## src/rtl/mrd_pkg.sv

```systemverilog
package mrd_pkg;

  typedef enum logic {
    BANK_FROM_TOP = 1'b0,
    BANK_FROM_ALT = 1'b1
  } bank_src_e;

  typedef struct packed {
    logic      win_en;
    bank_src_e bank_src;
  } mrd_cfg_t;

  typedef struct packed {
    logic hit;
    logic bank;
  } mrd_dec_t;

endpackage

```

## src/rtl/mrd_cfg_latch.sv

```systemverilog
module mrd_cfg_latch
  import mrd_pkg::*;
(
  input  logic     clk,
  input  logic     rst_n,
  input  logic     win_en_in,
  input  logic     bank_alt_in,
  output mrd_cfg_t cfg_q,
  output logic     cfg_bad_q
);

  // Options track the pins only while reset is held, then freeze.
  always_ff @(posedge clk) begin
    if (!rst_n) begin
      cfg_q.win_en   <= win_en_in;
      cfg_q.bank_src <= bank_src_e'(bank_alt_in);
      cfg_bad_q      <= win_en_in & bank_alt_in;
    end
  end

endmodule

```

## src/rtl/mrd_window_decode.sv

```systemverilog
module mrd_window_decode
  import mrd_pkg::*;
#(
  parameter int AW = 7,
  parameter int ALT_IDX = 2,
  parameter logic [AW-1:0] CHIP_MASK  = 7'b1110000,
  parameter logic [AW-1:0] CHIP_MATCH = 7'b0000000,
  parameter logic [AW-1:0] WIN_MASK   = 7'b1111100,
  parameter logic [AW-1:0] WIN_MATCH  = 7'b1100000
) (
  input  logic [AW-1:0] addr,
  input  mrd_cfg_t      cfg,
  output mrd_dec_t      dec
);

  logic chip_hit;
  logic win_hit;

  always_comb begin
    chip_hit = ((addr ^ CHIP_MATCH) & CHIP_MASK) == '0;
    win_hit  = (((addr ^ WIN_MATCH) & WIN_MASK) == '0) && cfg.win_en;
    dec.hit  = chip_hit | win_hit;
    dec.bank = (cfg.bank_src == BANK_FROM_ALT) ? addr[ALT_IDX] : addr[AW-1];
  end

endmodule

```

## src/rtl/mrd_strobe_gen.sv

```systemverilog
module mrd_strobe_gen
  import mrd_pkg::*;
(
  input  logic       clk,
  input  logic       rst_n,
  input  logic       as_n,
  input  mrd_dec_t   dec,
  output logic       ram_en_n,
  output logic [1:0] ras_n,
  output logic       no_ram
);

  localparam int NBANK = 2;

  logic access;
  assign access = ~as_n & dec.hit;

  always_ff @(posedge clk) begin
    if (!rst_n) begin
      ram_en_n <= 1'b1;
      no_ram   <= 1'b0;
    end else begin
      ram_en_n <= ~access;
      no_ram   <= ~as_n & ~dec.hit;
    end
  end

  for (genvar b = 0; b < NBANK; b++) begin : g_ras
    always_ff @(posedge clk) begin
      if (!rst_n) ras_n[b] <= 1'b1;
      else        ras_n[b] <= ~(access && (dec.bank == b[0]));
    end
  end

endmodule

```

## src/rtl/mem_region_decoder.sv

```systemverilog
module mem_region_decoder
  import mrd_pkg::*;
#(
  parameter int TOP_BIT = 23,
  parameter int LOW_BIT = 17,
  parameter int ALT_BANK_BIT = 19,
  parameter logic [TOP_BIT-LOW_BIT:0] CHIP_MASK  = 7'b1110000,
  parameter logic [TOP_BIT-LOW_BIT:0] CHIP_MATCH = 7'b0000000,
  parameter logic [TOP_BIT-LOW_BIT:0] WIN_MASK   = 7'b1111100,
  parameter logic [TOP_BIT-LOW_BIT:0] WIN_MATCH  = 7'b1100000
) (
  input  logic                     clk,
  input  logic                     rst_n,
  input  logic [TOP_BIT-LOW_BIT:0] cpu_addr_hi,
  input  logic                     cpu_as_n,
  input  logic                     opt_win_en,
  input  logic                     opt_bank_alt,
  output logic                     ram_en_n,
  output logic [1:0]               ras_n,
  output logic                     no_ram,
  output logic                     config_error
);

  localparam int AW = TOP_BIT - LOW_BIT + 1;
  localparam int ALT_IDX = ALT_BANK_BIT - LOW_BIT;

  mrd_cfg_t cfg_q;
  mrd_dec_t dec;
  logic     win_en_q;
  logic     bank_alt_q;

  assign win_en_q   = cfg_q.win_en;
  assign bank_alt_q = (cfg_q.bank_src == BANK_FROM_ALT);

  mrd_cfg_latch u_cfg (
    .clk        (clk),
    .rst_n      (rst_n),
    .win_en_in  (opt_win_en),
    .bank_alt_in(opt_bank_alt),
    .cfg_q      (cfg_q),
    .cfg_bad_q  (config_error)
  );

  mrd_window_decode #(
    .AW        (AW),
    .ALT_IDX   (ALT_IDX),
    .CHIP_MASK (CHIP_MASK),
    .CHIP_MATCH(CHIP_MATCH),
    .WIN_MASK  (WIN_MASK),
    .WIN_MATCH (WIN_MATCH)
  ) u_dec (
    .addr(cpu_addr_hi),
    .cfg (cfg_q),
    .dec (dec)
  );

  mrd_strobe_gen u_stb (
    .clk     (clk),
    .rst_n   (rst_n),
    .as_n    (cpu_as_n),
    .dec     (dec),
    .ram_en_n(ram_en_n),
    .ras_n   (ras_n),
    .no_ram  (no_ram)
  );

endmodule

```

## config.mk

```make
export PLATFORM = sky130hd
export DESIGN_NAME = mem_region_decoder
export DESIGN_NICKNAME = d
export VERILOG_FILES = /design/src/rtl/mrd_pkg.sv /design/src/rtl/mrd_cfg_latch.sv /design/src/rtl/mrd_window_decode.sv /design/src/rtl/mrd_strobe_gen.sv /design/src/rtl/mem_region_decoder.sv
export SDC_FILE = /design/constraint.sdc
export NUM_CORES = 1
export LEC_CHECK = 0
export ABC_AREA = 1
export BUFFER_PORTS_ARGS = -buffer_cell sky130_fd_sc_hd__buf_4
export CAP_MARGIN = 20
export CELL_PAD_IN_SITES_DETAIL_PLACEMENT = 1
export CELL_PAD_IN_SITES_GLOBAL_PLACEMENT = 2
export CORE_MARGIN = 2
export CORE_UTILIZATION = 19
export CTS_BUF_LIST = sky130_fd_sc_hd__clkbuf_8 sky130_fd_sc_hd__clkbuf_16
export DETAILED_ROUTE_END_ITERATION = 7
export HOLD_SLACK_MARGIN = 0.02
export PLACE_DENSITY_LB_ADDON = 0.1
export SYNTH_ARGS = -nofsm -noshare
export SYNTH_HDL_FRONTEND = slang
export SYNTH_SLANG_ARGS = --single-unit
```

## constraint.sdc

```tcl
create_clock -name clk -period 1 [get_ports clk]
set_clock_uncertainty 0.1 [all_clocks]
set_input_delay 0.1 -clock clk [delete_from_list [all_inputs] [get_ports clk]]
set_output_delay 0.1 -clock clk [all_outputs]
set_load 0.05 [all_outputs]
```

# Word-level counts from Yosys, hierarchy flattened
# Index checks and enable logic that the tools add are counted.
# classes
mux,1
reduce_logical,5
bitwise,11
# op_table
cell,n
$logic_not 7->1,2
$not 1->1,6
$and 1x1->1,3
$logic_and 1x1->1,3
$not 2->2,1
$mux 1,1
$or 1x1->1,1
# word_totals
word_cells,24
ff_bits,7
input_bits,12
output_inout_bits,5

# Longest topological paths before layout
# Gate-level depths: netlist of the first run.
# logic_depth
ltp_word,7
ltp_mapped,5
ltp_nobuf,5

# Hierarchy
# A second synthesis of the first run with hierarchy kept.
# unflattened
hier_cells,28
hier_area_um2,257.7
# modules_own_cells
mod,cells_per_inst,instances,area_each_um2,seq_area_each_um2
mrd_strobe_gen,11,1,112.6,80.1
mrd_cfg_latch,6,1,101.3,90.1
mrd_window_decode,11,1,43.8,0.0

# Worst setup path after synthesis of the first run
# No wires, ideal clock.
# synth_path
kind,register to register
start,register u_cfg.cfg_q[0] (netlist name)
end,register u_stb.ras_n[1]
t_arrival_ps,643
stages_incl_launch_ff,3
n_path_buf,0
required_time_ps,770
synth_period_minus_slack_ps,873
setup_slack_ps,127
path_cell_list,edfxtp_1 o21ai_0 nand4_1
# synth_between
elab_chain_cells,3
# synth_lines
item,line,rtl
$mux 1,mrd_window_decode.sv:23,dec.bank = (cfg.bank_src == BANK_FROM_ALT) ? addr[ALT_IDX] : addr[AW-1];
$logic_and 1x1->1,mrd_strobe_gen.sv:31,else ras_n[b] <= ~(access && (dec.bank == b[0]));
$not 1->1,mrd_strobe_gen.sv:31,
end signal: indexed assignment,mrd_strobe_gen.sv:31,
end: declaration,mrd_strobe_gen.sv:9,"output logic [1:0] ras_n,"
# Every way passes these cells.
# A chain may end at the register's enable or synchronous reset.

# Final worst setup path of the first run
# layout_path
start,input opt_bank_alt
end,"register u_cfg.cfg_bad_q, data pin"
# layout_between
elab_chain_cells,1
# layout_lines
item,line,rtl
start: declaration,mem_region_decoder.sv:17,"input logic opt_bank_alt,"
$and 1x1->1,mrd_cfg_latch.sv:17,cfg_bad_q <= win_en_in & bank_alt_in;
end signal: assignment,mrd_cfg_latch.sv:17,
end: declaration,mrd_cfg_latch.sv:9,output logic cfg_bad_q
# Every way passes these cells.

==> implementation parameters, run 1 <==
Parameter                              Value

Worst setup path
  Critical path data arrival time    0.86 ns
  Critical setup path kind    input port to flop
  CP Launch Point    opt_bank_alt
  Worst flop-to-flop path startpoint    u_cfg.cfg_q[0]$_DFFE_PN_
  Worst setup EP type    flop
  Required time at the endpoint of the critical path    0.88 ns
  Critical path peak fanout    2
  Critical Path Source Type    input port

Pwr
  Highest ir drop seen on vdd    919 uV
  Leak    0.000227 uW
  Cell Pwr Density    1750 nW/um^2
  Final Total Pwr    811 uW

Routing
  Total via count in the routed design    256
  First DRT Iteration DRCs    0
  Total Wirelength    660 um
  Via-to-Cell Ratio    4.00
  Per-cell routed wire length    10.3 um
  Pre-Repair DR Iteration Count    1
  Remaining routing DRC violations    0
  Routed Antenna Nets    0

Floorplanning
  Vertical die dimension    41.9 um
  Die Outline Area    1750 sq um
  Die X    41.9 um
  Total I/O pin count    17
  Std-Cell Core Area    1320 sq um
  Effective utilization at floorplan    20.7%
  Row count    13

Clocking
  Cell at the root of the clock tree    clkbuf_8
  Clock latency on the worst-skew pair    0.22 ns
  Cts bufs inserted    3
  Clock transition at path regs    0.04 ns
  Clock Sink Count    7
  Post-CTS Setup Repair Bufs    0
  Hold Buf Count CTS    2
  Max H-tree Level    1
  Maximum count of clock buffers along a single path    2
  Clock tree from TritonCTS    done

STA
  Min Clock Period, post-route    0.979 ns
  Slew headroom    84.1%
  Worst Tran Pin Value    0.238 ns
  Post-route worst setup slack    0.0214 ns
  Final count of pins violating max slew    0
  RSZ-0062 raised after global routing    yes
  Final critical-path share of the clock period    97.9%
  Final Hold Viols    0
  Maximum achievable frequency    1020 MHz
  Setup violation total in the final timing report    0
  Sum of negative setup slack    0 ns

Logic synthesis
  Post-synthesis cell type with the largest combined area    edfxtp_1
  Synthesis-stage register bit count    7
  Part of the Yosys area used for sequential elements    62.4%
  Commonest cells in the netlist    nand2_1, inv_1, dfxtp_1, edfxtp_1
  Synth Flop Type    dfxtp_1
  Post-synth top area share    33.0%
  Average instance area after synthesis    9.09 sq um
  Main area contributors after synthesis    edfxtp_1, dfxtp_1, nand2_1
  Post-Synthesis Net Count    42
  Synth warnings    0
  Unique masters post-synth    12
  Async set or reset register ratio after synthesis    0%
  Cells after synthesis    30
  Number of flops mapped to enable cells by yosys    3
  Area of the mapped netlist    273 sq um
  Most repeated cell in the gate-level netlist after synthesis    nand2_1

Placement
  Port-buffer cells    14
  Post-Place Worst Slack    0.0199 ns
  Placer Congestion    0.643

Global route
  Maximum number of pins on one net before global-route repair    5
  Number of global-route vias before repair    271
  Initial antenna violation count    0
  Global-route wire length before repair    1.04 mm
  Total Routing Usage GR    8.17%
  GRT overflow    0

Hold path
  Class of the tightest hold or removal check    input port to flop
  Hold path startpoint    cpu_as_n

Layout
  Fillers    159
  Final cell utilization of the core    35.1%
  Storage cell area    170 sq um
  Number of antenna cells inserted    0
  Fin nets    62
  Layout overhead on the synthesized area    69.7%
  Multi-input gate area    81.3 sq um
  Layout cells sized above 1    44.9%

Outcome
  Status    completed

Flow run
  Number of maximum-capacitance constraint violations    0
-- placed cells by master, fill, tap and decap left out --
master and count:
buf_4 12, nand2_2 2, a21oi_2 1, nand2_1 6, nand4_1 2, nor2_1 1, edfxtp_1 3, inv_2 2
buf_6 1, inv_1 6, a21oi_1 1, nand3_1 1, nor2_2 1, dfxtp_1 4, clkbuf_8 3, o21ai_1 1
dlygate4sd3_1 2
-- metal layers --
| metal | GRT usage [%] | up-vias | share of wire [%] |
|---|---|---|---|
| met5 | 0 | - | 0 |
| met1 | 6.86 | 115 | 35 |
| met3 | 3.91 | 0 | 9.4 |
| li1 | - | 132 | - |
| met4 | 5.81 | 0 | 0 |
| met2 | 14.7 | 9 | 56 |
-- critical path: stages --
cell and delay, ns:
dlygate4sd3_1 0.54, buf_4 0.14, nand2_2 0.04, inv_1 0.03
-- metrics by stage --
stage,hold slack (ns),instance area (sq um),std cells
6_report,0.0123,463,64
5_1_grt,0.0188,463,64
2_1_floorplan,0.0989,273,30
3_3_place_gp,0.188,397,59
4_1_cts,0.0110,462,65
3_5_place_dp,0.193,397,59
-- layout make-up --
| cell class | instances | share of cell area [%] |
|---|---|---|
| inverter | 7 | 5.68 |
| tap | 15 | 4.05 |
| clock inverter | 1 | 0.811 |
| multi-input combinational | 16 | 17.6 |
| sequential | 7 | 36.8 |
| clock buffer | 3 | 8.92 |
| timing repair buffer | 15 | 26.2 |
-- what timing repair did --
| action | 4_1_cts | 5_1_grt |
|---|---|---|
| endpoints found under the hold margin | 5 | 2 |
| endpoints found under the setup margin | 0 | 5 |
| gates resized for setup | 0 | 4 |
-- sequential cells by signal, summed over array words and instances, names as in the netlist --
signal and flops:
u_cfg.cfg_q 2, u_stb.ras_n 2, u_cfg.cfg_bad_q 1, u_stb.no_ram 1
u_stb.ram_en_n 1
-- cells by family after synthesis --
family	after synthesis	synth area share, %
AND/OR/NAND/NOR	13	21.1
AO/OA/AOI/OAI	3	6.88
flip-flops	7	62.4
buffers and inverters	7	9.63
-- where the power goes --
group / switching, uW / total [uW] / internal (uW)
Clock: 110 / 374 / 264
Combinational: 65.8 / 115 / 49.5
Sequential: 6.19 / 322 / 316
Total: 182 / 811 / 629
-- final timing paths --
| kind | to | slack (ns) | depth (start not counted) |
|---|---|---|---|
| hold / removal | u_stb.ram_en_n$_SDFF_PN1_ | 0.01 | 3 |
| setup / recovery | u_cfg.cfg_bad_q$_DFFE_PN_ | 0.02 | 4 |
| hold reg to reg | u_stb.ras_n[1]$_SDFF_PN1_ | 0.49 | 2 |
| setup reg to reg | u_stb.ras_n[1]$_SDFF_PN1_ | 0.07 | 2 |
(Power assumes the default switching activity.)
==> inputs of run 2 (changes only) <==
--- a/config.mk
+++ b/config.mk
@@ -5,15 +5,14 @@
 export SDC_FILE = /design/constraint.sdc
 export NUM_CORES = 1
 export LEC_CHECK = 0
-export ABC_AREA = 1
 export BUFFER_PORTS_ARGS = -buffer_cell sky130_fd_sc_hd__buf_4
 export CAP_MARGIN = 20
 export CELL_PAD_IN_SITES_DETAIL_PLACEMENT = 1
 export CELL_PAD_IN_SITES_GLOBAL_PLACEMENT = 2
-export CORE_MARGIN = 2
-export CORE_UTILIZATION = 19
+export CORE_AREA = 2 2 39 41
 export CTS_BUF_LIST = sky130_fd_sc_hd__clkbuf_8 sky130_fd_sc_hd__clkbuf_16
 export DETAILED_ROUTE_END_ITERATION = 7
+export DIE_AREA = 0 0 41 43
 export HOLD_SLACK_MARGIN = 0.02
 export PLACE_DENSITY_LB_ADDON = 0.1
 export SYNTH_ARGS = -nofsm -noshare
==> run 2 against run 1 <==
The run now ends with hold timing, setup timing left; wire length shrank 11%; area after synthesis shrank 9.2%; total power grew 0.54%; design area grew 5.4%; final cell count shrank 9.4%; via count shrank 13%; utilization grew 0.12 points; clock power grew 2%; non-clock buffer count grew 5; critical path depth shrank 2; global-route usage shrank 0.59 points.
==> implementation parameters, run 2 <==
Parameter                              Value

Floorplanning
  Effective utilization at floorplan    17.9% (-2.8 points)
  Row count    14 (+1)
  Die Outline Area    1760 sq um (+0.47%)
  Die X    41 um (-2.1%)
  Std-Cell Core Area    1380 sq um (+5.0%)
  Total I/O pin count    17 (unchanged)
  Vertical die dimension    43 um (+2.6%)

Global route
  Initial antenna violation count    0 (unchanged)
  Maximum number of pins on one net before global-route repair    6 (+1)
  Number of global-route vias before repair    208 (-23%)
  GRT overflow    0 (unchanged)
  Global-route wire length before repair    821 um (-21%)
  Total Routing Usage GR    7.58% (-0.59 points)

Worst setup path
  Required time at the endpoint of the critical path    1.00 ns (+0.12 ns)
  Worst setup EP type    flop
  Critical setup path kind    flop to flop
  Critical path peak fanout    2 (unchanged)
  Critical Path Source Type    flop
  Worst reg-to-reg setup slack    -0.33 ns (-0.40 ns)
  Critical path data arrival time    1.33 ns (+0.47 ns)

Logic synthesis
  Synth warnings    0 (unchanged)
  Average instance area after synthesis    13.8 sq um (+51%)
  Synth Flop Type    dfxtp_1
  Area of the mapped netlist    248 sq um (-9.2%)
  Async set or reset register ratio after synthesis    0% (unchanged)
  Largest family of logic cells by synthesized area    simple AND/OR/NAND/NOR gates
  Post-synthesis mux area share    4.55% (+4.5 points)
  Cells after synthesis    18 (-40%)
  Post-synth top area share    36.4% (+3.3 points)
  Fraction of the mapped netlist area in compound gates    3.54% (-3.3 points)
  Simple logic cell fraction of the synthesized area    21.7% (+0.62 points)
  Number of flops mapped to enable cells by yosys    3 (unchanged)
  Post-Synthesis Net Count    30 (-29%)
  Synthesis-stage register bit count    7 (unchanged)
  XOR/XNOR Fraction of Synth Area    0% (unchanged)
  Adder-cell area share of the yosys netlist    0% (unchanged)
  Main area contributors after synthesis    edfxtp_1, dfxtp_1, nor4b_2
  Commonest cells in the netlist    dfxtp_1, edfxtp_1, nor3_1
  Post-synthesis cell type with the largest combined area    edfxtp_1
  Most repeated cell in the gate-level netlist after synthesis    dfxtp_1
  Part of the Yosys area used for sequential elements    68.7% (+6.3 points)
  Unique masters post-synth    12 (unchanged)

Clocking
  Cts bufs inserted    3 (unchanged)
  Clock latency on the worst-skew pair    0.22 ns (about the same)
  Cell at the root of the clock tree    clkbuf_8
  Max H-tree Level    1 (unchanged)
  Clock transition at path regs    0.04 ns (about the same)
  Clock Sink Count    7 (unchanged)
  Clock tree from TritonCTS    done
  Maximum count of clock buffers along a single path    2 (unchanged)

Pwr
  Logic pwr share    14.3% (about the same)
  Share of total power in sequential cells    39.0% (-0.7 points)
  Switching share of power    21.5% (-0.90 points)
  Internal power summed over all cells    640 uW (+1.7%)
  Leak    0.000208 uW (-8.3%)
  Proportion of power drawn by the clock network    46.7% (+0.6 points)
  Net switching power    175 uW (-3.5%)
  Highest ir drop seen on vdd    776 uV (-15%)
  Cell Pwr Density    1670 nW/um^2 (-4.6%)

Flow run
  Number of maximum-capacitance constraint violations    0 (unchanged)

Hold path
  Class of the tightest hold or removal check    input port to flop

Routing
  First DRT Iteration DRCs    3 (+3)
  Via-to-Cell Ratio    3.83 (-4.3%)
  Total via count in the routed design    222 (-13%)
  Routed Antenna Nets    0 (unchanged)
  Pre-Repair DR Iteration Count    2 (+1)
  Total Wirelength    586 um (-11%)
  Remaining routing DRC violations    0 (unchanged)
  Per-cell routed wire length    10.1 um (-2.0%)

Placement
  Placer Congestion    0.673 (+4.7%)
  Total half-perimeter wirelength after legalization and detailed placement    440 um
  Port-buffer cells    14 (unchanged)
  Post-Place Worst Slack    -0.344 ns (-0.364 ns)

Layout
  Multi-input gate area    87.6 sq um (+7.7%)
  Largest registers    u_cfg.cfg_q (2), u_stb.ras_n (2)
  Storage cell area    170 sq um (unchanged)
  Fin nets    55 (-11%)
  Fillers    164 (+3.1%)
  Leading cell type in the layout, fill and taps excluded    buf_4
  Number of antenna cells inserted    0 (unchanged)
  Layout overhead on the synthesized area    97.0%
  Leading cell types in the layout, fill and taps excluded    buf_4, dfxtp_1, clkbuf_8, dlygate4sd3_1, edfxtp_1
  Layout cells sized above 1    59.5% (+15 points)

STA
  Final critical-path share of the clock period    133% (+35 points)
  Setup violation total in the final timing report    2 (+2)
  Post-route worst setup slack    -0.332 ns (-0.353 ns)
  Maximum achievable frequency    751 MHz (-27%)
  Min Clock Period, post-route    1.33 ns (+0.353 ns)
  Final worst hold slack    -0.0222 ns (-0.0346 ns)
  Final count of pins violating max slew    0 (unchanged)
  Worst Tran Pin Value    0.203 ns (-0.0350 ns)
  Slew headroom    86.4% (+2.3 points)
  RSZ-0062 raised after global routing    yes
  Final Hold Viols    2 (+2)

Outcome
  Violated checks    hold timing, setup timing
  Status    complete, but fails checks
[run 2: final cells by class]
class / count / share of cell area [%]
multi-input combinational: 10 / 17.9
clock buffer: 3 / 8.46
inverter: 1 / 0.769
tap: 16 / 4.10
clock inverter: 1 / 0.769
timing repair buffer: 20 / 33.1
sequential: 7 / 34.9
[run 2: layer usage]
layer | routed length (um) | vias to the layer above | part of all wire (%) | global-route usage, %
li1 | - | 113 | - | -
met1 | 212 | 98 | 36 | 8.55
met2 | 314 | 11 | 54 | 9.69
met3 | 59 | 0 | 10 | 4.71
met4 | 0 | 0 | 0 | 6.00
met5 | 0 | - | 0 | 0
[run 2: worst paths after layout]
| kind | start | endpoint | cells past startpoint |
|---|---|---|---|
| hold / removal | cpu_as_n | u_stb.ram_en_n$_SDFF_PN1_ | 3 |
| hold reg to reg | u_cfg.cfg_q[0]$_DFFE_PN_ | u_stb.ras_n[0]$_SDFF_PN1_ | 2 |
| setup / recovery | u_cfg.cfg_q[0]$_DFFE_PN_ | u_stb.ras_n[0]$_SDFF_PN1_ | 2 |
| setup reg to reg | u_cfg.cfg_q[0]$_DFFE_PN_ | u_stb.ras_n[0]$_SDFF_PN1_ | 2 |
[run 2: per-stage QoR]
stage | utilization, % | cell area (sq um) | TNS, ns | std cells | total power [uW]
6_report | 35.3 | 488 | -0.365 | 58 | 815
5_1_grt | 35.3 | 488 | -0.441 | 58 | 848
4_1_cts | 34.4 | 475 | -0.340 | 58 | 823
3_5_place_dp | 28.6 | 395 | -0.547 | 51 | 423
3_3_place_gp | 28.6 | 395 | -0.502 | 51 | 423
2_1_floorplan | - | 248 | -0.309 | 18 | 368
[run 2: power groups by stage]
stage / sequential, uW / combinational (uW) / clock [uW]
finish: 318 / 117 / 381
global route: 319 / 126 / 403
detailed placement: 323 / 101 / 0
CTS: 318 / 111 / 393
global placement: 323 / 100 / 0
floorplan: 349 / 18.6 / 0
[run 2: critical path: stages (launching register included)]
cell	delay, ns
edfxtp_1	0.32
mux2_2	0.33
or4b_1	0.45
[run 2: what timing repair did]
item	in CTS	in global routing
hold endpoints to repair	6	1
setup buffers	0	0
endpoints found under the setup margin	2	4
resized for setup	1	3
pin swaps	1	2
hold buffers	3	1
[run 2: cells by family after synthesis]
family          Yosys count
simple gates              8
flops                     7
compound gates            1
mux                       1
buf+inv                   1
